File: config.mk
export PLATFORM = sky130hd
export DESIGN_NAME = pwm_hilo_channel
export DESIGN_NICKNAME = d
export VERILOG_FILES = /design/src/rtl/pwm_hilo_pkg.sv /design/src/rtl/pwm_evt_sync.sv /design/src/rtl/pwm_prescaler.sv /design/src/rtl/pwm_phase_timer.sv /design/src/rtl/pwm_hilo_channel.sv
export SDC_FILE = /design/constraint.sdc
export NUM_CORES = 1
export LEC_CHECK = 0
export CAP_MARGIN = 20
export CORE_MARGIN = 4
export CORE_UTILIZATION = 23
export DETAILED_ROUTE_END_ITERATION = 10
export GPL_TIMING_DRIVEN = 0
export SLEW_MARGIN = 20
export SYNTH_ARGS = -nofsm -noshare
export SYNTH_HDL_FRONTEND = slang
export SYNTH_SLANG_ARGS = --single-unit
File: constraint.sdc
create_clock -name clk -period 3.01 [get_ports clk]
set_clock_uncertainty 0.2 [all_clocks]
set_input_delay 0.602 -clock clk [delete_from_list [all_inputs] [get_ports clk]]
set_output_delay 0.602 -clock clk [all_outputs]
set_load 0.02 [all_outputs]
File: src/rtl/pwm_hilo_pkg.sv
package pwm_hilo_pkg;

    typedef enum logic [1:0] {
        ST_IDLE = 2'd0,
        ST_WAIT = 2'd1,
        ST_RUN  = 2'd2
    } run_state_e;

    typedef enum logic [1:0] {
        ADR_HIGH = 2'd0,
        ADR_LOW  = 2'd1,
        ADR_CTRL = 2'd2
    } cfg_addr_e;

endpackage

File: src/rtl/pwm_evt_sync.sv
module pwm_evt_sync #(
    parameter int STAGES = 2
) (
    input  logic clk,
    input  logic rst_n,
    input  logic evt_i,
    output logic rise_o
);
    localparam int DEPTH = STAGES + 1;

    logic [DEPTH-1:0] sync_d, sync_q;

    always_comb begin
        sync_d = {sync_q[DEPTH-2:0], evt_i};
    end

    always_ff @(posedge clk) begin
        if (!rst_n) sync_q <= '0;
        else        sync_q <= sync_d;
    end

    assign rise_o = sync_q[STAGES-1] & ~sync_q[STAGES];

    // a detected rise lasts exactly one cycle
    assert_single_rise_R10: assert property (@(posedge clk) disable iff (!rst_n)
        rise_o |=> !rise_o)
        else $error("event rise held longer than one cycle");

endmodule

File: src/rtl/pwm_prescaler.sv
module pwm_prescaler #(
    parameter int DIV_W = 3
) (
    input  logic             clk,
    input  logic             rst_n,
    input  logic             run_i,
    input  logic             tick_i,
    input  logic [DIV_W-1:0] div_i,
    output logic             step_o
);
    localparam int PC_W = (1 << DIV_W) - 1;
    localparam logic [PC_W-1:0] PC_ONE = PC_W'(1);

    logic [PC_W-1:0] pc_d, pc_q;
    logic [PC_W-1:0] mask;

    always_comb begin
        mask = '0;
        for (int i = 0; i < PC_W; i++) begin
            if (i < int'(div_i)) mask[i] = 1'b1;
        end
    end

    assign step_o = run_i && tick_i && (pc_q == mask);

    always_comb begin
        pc_d = pc_q;
        if (!run_i)      pc_d = '0;
        else if (step_o) pc_d = '0;
        else if (tick_i) pc_d = pc_q + PC_ONE;
    end

    always_ff @(posedge clk) begin
        if (!rst_n) pc_q <= '0;
        else        pc_q <= pc_d;
    end

    // the tick count never passes the limit chosen by the exponent
    assert_pc_range_R4: assert property (@(posedge clk) disable iff (!rst_n)
        pc_q <= mask)
        else $error("prescaler count above divider limit");

endmodule

File: src/rtl/pwm_phase_timer.sv
module pwm_phase_timer
    import pwm_hilo_pkg::*;
#(
    parameter int TIME_W = 16,
    parameter int DIV_W  = 3
) (
    input  logic              clk,
    input  logic              rst_n,
    input  logic              en_i,
    input  logic              evm_i,
    input  logic              evt_rise_i,
    input  logic              step_i,
    input  logic [TIME_W-1:0] sh_hi_i,
    input  logic [TIME_W-1:0] sh_lo_i,
    input  logic [DIV_W-1:0]  sh_div_i,
    output logic              running_o,
    output logic [DIV_W-1:0]  div_o,
    output logic              pwm_o
);
    localparam logic [TIME_W-1:0] CNT_ONE = TIME_W'(1);

    typedef struct packed {
        run_state_e        state;
        logic              ph;
        logic [TIME_W-1:0] cnt;
        logic [TIME_W-1:0] act_hi;
        logic [TIME_W-1:0] act_lo;
        logic [DIV_W-1:0]  act_div;
        logic              lat;
    } tmr_t;

    tmr_t t_d, t_q;
    logic load;
    logic [TIME_W-1:0] cnt_inc;

    assign cnt_inc = t_q.cnt + CNT_ONE;

    always_comb begin
        t_d  = t_q;
        load = 1'b0;
        case (t_q.state)
            ST_IDLE: begin
                if (en_i) begin
                    if (evm_i) t_d.state = ST_WAIT;
                    else begin
                        t_d.state = ST_RUN;
                        load      = 1'b1;
                    end
                end
            end
            ST_WAIT: begin
                if (!en_i) t_d.state = ST_IDLE;
                else if (evt_rise_i) begin
                    t_d.state = ST_RUN;
                    load      = 1'b1;
                end
            end
            ST_RUN: begin
                if (!en_i) t_d.state = ST_IDLE;
                else if (step_i) begin
                    if (t_q.act_hi == '0 || t_q.act_lo == '0) begin
                        load = 1'b1;
                    end else if (t_q.ph) begin
                        if (cnt_inc == t_q.act_hi) begin
                            t_d.ph  = 1'b0;
                            t_d.cnt = '0;
                        end else begin
                            t_d.cnt = cnt_inc;
                        end
                    end else begin
                        if (cnt_inc == t_q.act_lo) load = 1'b1;
                        else                       t_d.cnt = cnt_inc;
                    end
                end
            end
            default: t_d.state = ST_IDLE;
        endcase

        if (load) begin
            t_d.act_hi  = sh_hi_i;
            t_d.act_lo  = sh_lo_i;
            t_d.act_div = sh_div_i;
            t_d.ph      = 1'b1;
            t_d.cnt     = '0;
        end
        if (t_d.state != ST_RUN) begin
            t_d.cnt = '0;
            t_d.ph  = 1'b1;
        end
        t_d.lat = (t_d.state == ST_RUN) && (t_d.act_hi != '0)
                  && (t_d.ph || t_d.act_lo == '0);
    end

    always_ff @(posedge clk) begin
        if (!rst_n) begin
            t_q <= '{state: ST_IDLE, ph: 1'b1, cnt: '0, act_hi: '0,
                     act_lo: '0, act_div: '0, lat: 1'b0};
        end else begin
            t_q <= t_d;
        end
    end

    assign running_o = (t_q.state == ST_RUN);
    assign div_o     = t_q.act_div;
    assign pwm_o     = t_q.lat;

    // a cleared enable forces the output low on the next edge
    assert_idle_low_R9: assert property (@(posedge clk) disable iff (!rst_n)
        !en_i |=> !pwm_o)
        else $error("output high after enable cleared");

    // the phase counter stays below the register of the active phase
    assert_cnt_bound_R2: assert property (@(posedge clk) disable iff (!rst_n)
        (running_o && t_q.act_hi != '0 && t_q.act_lo != '0)
        |-> (t_q.ph ? (t_q.cnt < t_q.act_hi) : (t_q.cnt < t_q.act_lo)))
        else $error("phase counter reached its limit");

    // during a high phase the working settings do not move
    assert_shadow_hold_R5: assert property (@(posedge clk) disable iff (!rst_n)
        (running_o && t_q.ph && t_q.act_hi != '0 && t_q.act_lo != '0)
        |=> (!running_o || ($stable(t_q.act_hi) && $stable(t_q.act_lo)
                            && $stable(t_q.act_div))))
        else $error("working settings changed mid-period");

    assert_zero_high_R6: assert property (@(posedge clk) disable iff (!rst_n)
        (running_o && t_q.act_hi == '0) |-> !pwm_o)
        else $error("output high with zero high time");

    assert_zero_low_R7: assert property (@(posedge clk) disable iff (!rst_n)
        (running_o && t_q.act_hi != '0 && t_q.act_lo == '0) |-> pwm_o)
        else $error("output low with zero low time");

endmodule

File: src/rtl/pwm_hilo_channel.sv
module pwm_hilo_channel
    import pwm_hilo_pkg::*;
#(
    parameter int TIME_W      = 16,
    parameter int DIV_W       = 3,
    parameter int SYNC_STAGES = 2
) (
    input  logic              clk,
    input  logic              rst_n,
    input  logic              base_tick,
    input  logic              cfg_we,
    input  logic [1:0]        cfg_addr,
    input  logic [TIME_W-1:0] cfg_wdata,
    input  logic              evt_in,
    output logic              pwm_out
);
    localparam int EN_BIT  = DIV_W;
    localparam int EVM_BIT = DIV_W + 1;

    typedef struct packed {
        logic [TIME_W-1:0] hi;
        logic [TIME_W-1:0] lo;
        logic [DIV_W-1:0]  div;
        logic              en;
        logic              evm;
    } cfg_t;

    cfg_t cfg_d, cfg_q;

    always_comb begin
        cfg_d = cfg_q;
        if (cfg_we) begin
            case (cfg_addr)
                ADR_HIGH: cfg_d.hi = cfg_wdata;
                ADR_LOW:  cfg_d.lo = cfg_wdata;
                ADR_CTRL: begin
                    cfg_d.div = cfg_wdata[DIV_W-1:0];
                    cfg_d.en  = cfg_wdata[EN_BIT];
                    cfg_d.evm = cfg_wdata[EVM_BIT];
                end
                default: cfg_d = cfg_q;
            endcase
        end
    end

    always_ff @(posedge clk) begin
        if (!rst_n) cfg_q <= '0;
        else        cfg_q <= cfg_d;
    end

    logic             evt_rise;
    logic             step;
    logic             running;
    logic [DIV_W-1:0] act_div;

    pwm_evt_sync #(.STAGES(SYNC_STAGES)) u_sync (
        .clk    (clk),
        .rst_n  (rst_n),
        .evt_i  (evt_in),
        .rise_o (evt_rise)
    );

    pwm_prescaler #(.DIV_W(DIV_W)) u_pre (
        .clk    (clk),
        .rst_n  (rst_n),
        .run_i  (running),
        .tick_i (base_tick),
        .div_i  (act_div),
        .step_o (step)
    );

    pwm_phase_timer #(.TIME_W(TIME_W), .DIV_W(DIV_W)) u_tmr (
        .clk        (clk),
        .rst_n      (rst_n),
        .en_i       (cfg_q.en),
        .evm_i      (cfg_q.evm),
        .evt_rise_i (evt_rise),
        .step_i     (step),
        .sh_hi_i    (cfg_q.hi),
        .sh_lo_i    (cfg_q.lo),
        .sh_div_i   (cfg_q.div),
        .running_o  (running),
        .div_o      (act_div),
        .pwm_o      (pwm_out)
    );

    // the output stays low while no enable is held
    assert_reset_idle_R1: assert property (@(posedge clk) disable iff (!rst_n)
        (!cfg_q.en && !$past(cfg_q.en)) |-> !pwm_out)
        else $error("output high while disabled");

endmodule

==> impl_metrics.csv <==
group,metric,value,unit
placement,dpl_worst_slack,-973,ps
pwr,power.total,2.84,mW
sta,period_share,1.09,
route,dr.first_iter.drc_count,274,
placement,io_buffers,22,
setup_path,start_kind,"register",
cells_and_area,final_nets,781,
sta,max_freq,0.306,GHz
logic_synthesis,yosys_register_bits,102,
die,io_pins,24,
setup_path,rr_worst_depth,12,
route,drc,0,
logic_synthesis,synth.avg_cell_area,8.54,µm²
sta,timing.final.ws_setup,-259,ps
grt,grt-ovfl-total,0,
setup_path,critPathLaunch,"u_tmr.t_q[38]$_SDFFE_PP0P_",
clocking,root_buffer,"clkbuf_16",
die,dieArea,27500,µm²
sta,relSlewSlack,0.384,
logic_synthesis,synth_fp_nets,700,
setup_path,critPathKind,"register to register",
logic_synthesis,synth_ff_type,"dfxtp_1",
sta,setup_violations,52,
die,die_x,166,µm
clocking,cts_tree,"done",
route,routed-via-count,5196,
logic_synthesis,yosys_warnings,0,
route,drtPass1Iterations,5,
logic_synthesis,synthCells,671,
cells_and_area,stdcell_count,1081,
grt,antenna_found_initial,0,
pwr,leakage,2.65,nW
cells_and_area,n_fill_cell,2586,
cells_and_area,drive_above_1_share,0.205,
logic_synthesis,seq_area_frac_synth,0.356,
clocking,clock_sinks,102,
setup_path,crit_path_end_kind,"register",
setup_path,critPathArrivalTime,3320,ps
logic_synthesis,syn-cell-area,5730,µm²
placement,dp.cells,1017,
grt,grt_usage,0.114,
logic_synthesis,synth_edf_count,0,
setup_path,crit_path_max_fanout,9,
pwr,power_density,378,nW/µm²
job,max_cap_violations,0,
route,drt-wirelength-per-cell,15.5,µm
sta,rsz0062_at_grt,"true",
min_path,hold_class,"register to register",
status,failed_checks,"negative setup slack",
sta,tightest_slew,922,ps
cells_and_area,postLayoutCoreUtil,0.308,
min_path,worstHoldStart,"u_sync.sync_q[0]$_SDFF_PN0_",
setup_path,timing.rr.start,"u_tmr.t_q[38]$_SDFFE_PP0P_",
clocking,path_clk_slew,70,ps
cells_and_area,final_cell_mix,"101 x nand2_1, 92 x dfxtp_1, 49 x nor2b_1",
cells_and_area,final_common_cell,"nand2_1",
grt,grt_first_pass_wirelength,26.0,mm
clocking,hold_buffers,0,
sta,hold_viol_final,0,
setup_path,cp.required,3060,ps
route,ant_nets,0,
placement,routabilityCongestion,0.929,
route,avgViaCountPerCell,4.81,
sta,period_minus_slack,3270,ps
die,core,24400,µm²
sta,tns,-9790,ps
min_path,worstHoldPathCells,1,
cells_and_area,syn2layout_area_growth,31.2,%
grt,grt_max_degree,20,
clocking,cts_max_path_buffers,2,
status,outcome,"finished, violations left",
logic_synthesis,ys_types,66,
cells_and_area,diodes,0,
clocking,cts_buffers,9,
logic_synthesis,async_flop_share,0,
clocking,clock_latency,360,ps
clocking,htree_num_levels,3,
die,rows,57,
die,initial_utilization,0.235,
sta,drv_slew,0,
placement,dpl.hpwl,11.7,mm
pwr,ir_worst_vdd,289,µV
grt,grt_pass1_vias,4775,
die,die_h,166,µm
route,wl,16.8,mm
[cell usage after synthesis, drive strengths merged, types with 6 or more instances]
master / number / area, µm²
a21boi: 35 / 263
a21oi: 24 / 120
a2bb2oi: 10 / 87.6
and2: 7 / 43.8
buf: 22 / 163
clkbuf: 21 / 78.8
dfxtp: 102 / 2040
ha: 6 / 75.1
inv: 10 / 37.5
mux2i: 42 / 420
nand2: 101 / 379
nand2b: 9 / 56.3
nand3: 13 / 70.1
nand4: 21 / 150
nor2: 28 / 105
nor2b: 50 / 313
nor3: 8 / 40.0
nor3b: 6 / 45.0
nor4: 19 / 138
o21ai: 16 / 83.8
or3: 7 / 43.8
or4: 13 / 101
xnor2: 25 / 219
xor2: 13 / 114
[stage by stage]
| stage | hold slack (ps) | cell area, µm² |
|---|---|---|
| floorplan | 212 | 5820 |
| global placement | 214 | 6440 |
| detailed placement | 230 | 6440 |
| CTS | 240 | 7070 |
| global route | 266 | 7510 |
| finish | 237 | 7510 |
[area by class of cell]
type / instances / area, µm² / share of cell area
buffer: 40 / 327 / 0.0435
multi-input combinational: 516 / 3670 / 0.489
inverter: 10 / 37.5 / 0.00500
tap: 324 / 405 / 0.0540
clock inverter: 7 / 92.6 / 0.0123
sequential: 102 / 2060 / 0.274
clock buffer: 9 / 225 / 0.0300
timing repair buffer: 73 / 697 / 0.0928
[critical path, cell delays in order (launching register included)]
cell,delay (ps)
dfxtp_2,360
buf_6,140
and4_1,210
buf_6,130
nand4_1,160
or2_4,310
a311o_1,290
or4_4,530
o21ai_4,230
buf_6,180
buf_12,130
mux2i_2,200
nor2b_1,70
[repair_timing]
item / in CTS / in global routing
setup buffers: 21 / 24
endpoints found under the setup margin: 53 / 53
endpoints found under the hold margin: 0 / 0
cloned: 1 / 5
gates resized for setup: 35 / 47
pin swaps: 10 / 13
[final timing paths]
check | endpoint | slack [ps]
worst max-delay path | u_tmr.t_q[26]$_SDFF_PN0_ | -260
worst min-delay path | u_sync.sync_q[1]$_SDFF_PN0_ | 240
worst max register to register | u_tmr.t_q[26]$_SDFF_PN0_ | -260
worst min register to register | u_sync.sync_q[1]$_SDFF_PN0_ | 240
[per-layer routing]
| layer | routed length [µm] | track usage | up-vias |
|---|---|---|---|
| li1 | - | - | 2565 |
| met1 | 7870 | 0.156 | 2461 |
| met2 | 7800 | 0.184 | 130 |
| met3 | 604 | 0.0100 | 40 |
| met4 | 525 | 0.0502 | 0 |
| met5 | 0 | 0 | - |
[flip-flops by register name, summed over array words and instances, names as in the netlist]
register / flops
u_tmr.pwm_o: 1
u_tmr.div_o: 3
u_pre.pc_q: 7
cfg_q: 37
u_tmr.t_q: 51
u_sync.sync_q: 3
[power by group]
group / switching, mW / internal, mW / total [mW] / leakage (nW)
registers: 0.0179 / 1.37 / 1.39 / 0.830
clock network: 0.602 / 0.668 / 1.27 / 0.155
logic: 0.0901 / 0.0954 / 0.186 / 1.66
total: 0.710 / 2.13 / 2.84 / 2.65
[cell families after synthesis]
family,Yosys count,synth area share
adders and majority gates,6,0.0131
buffers and inverters,53,0.0487
and+or+nand+nor,303,0.287
AOI/OAI and AO/OA,127,0.164
DFF,102,0.356
muxes,42,0.0734
xor gates and xnor gates,38,0.0581
Note: power is estimated with default switching activity, not from simulation.
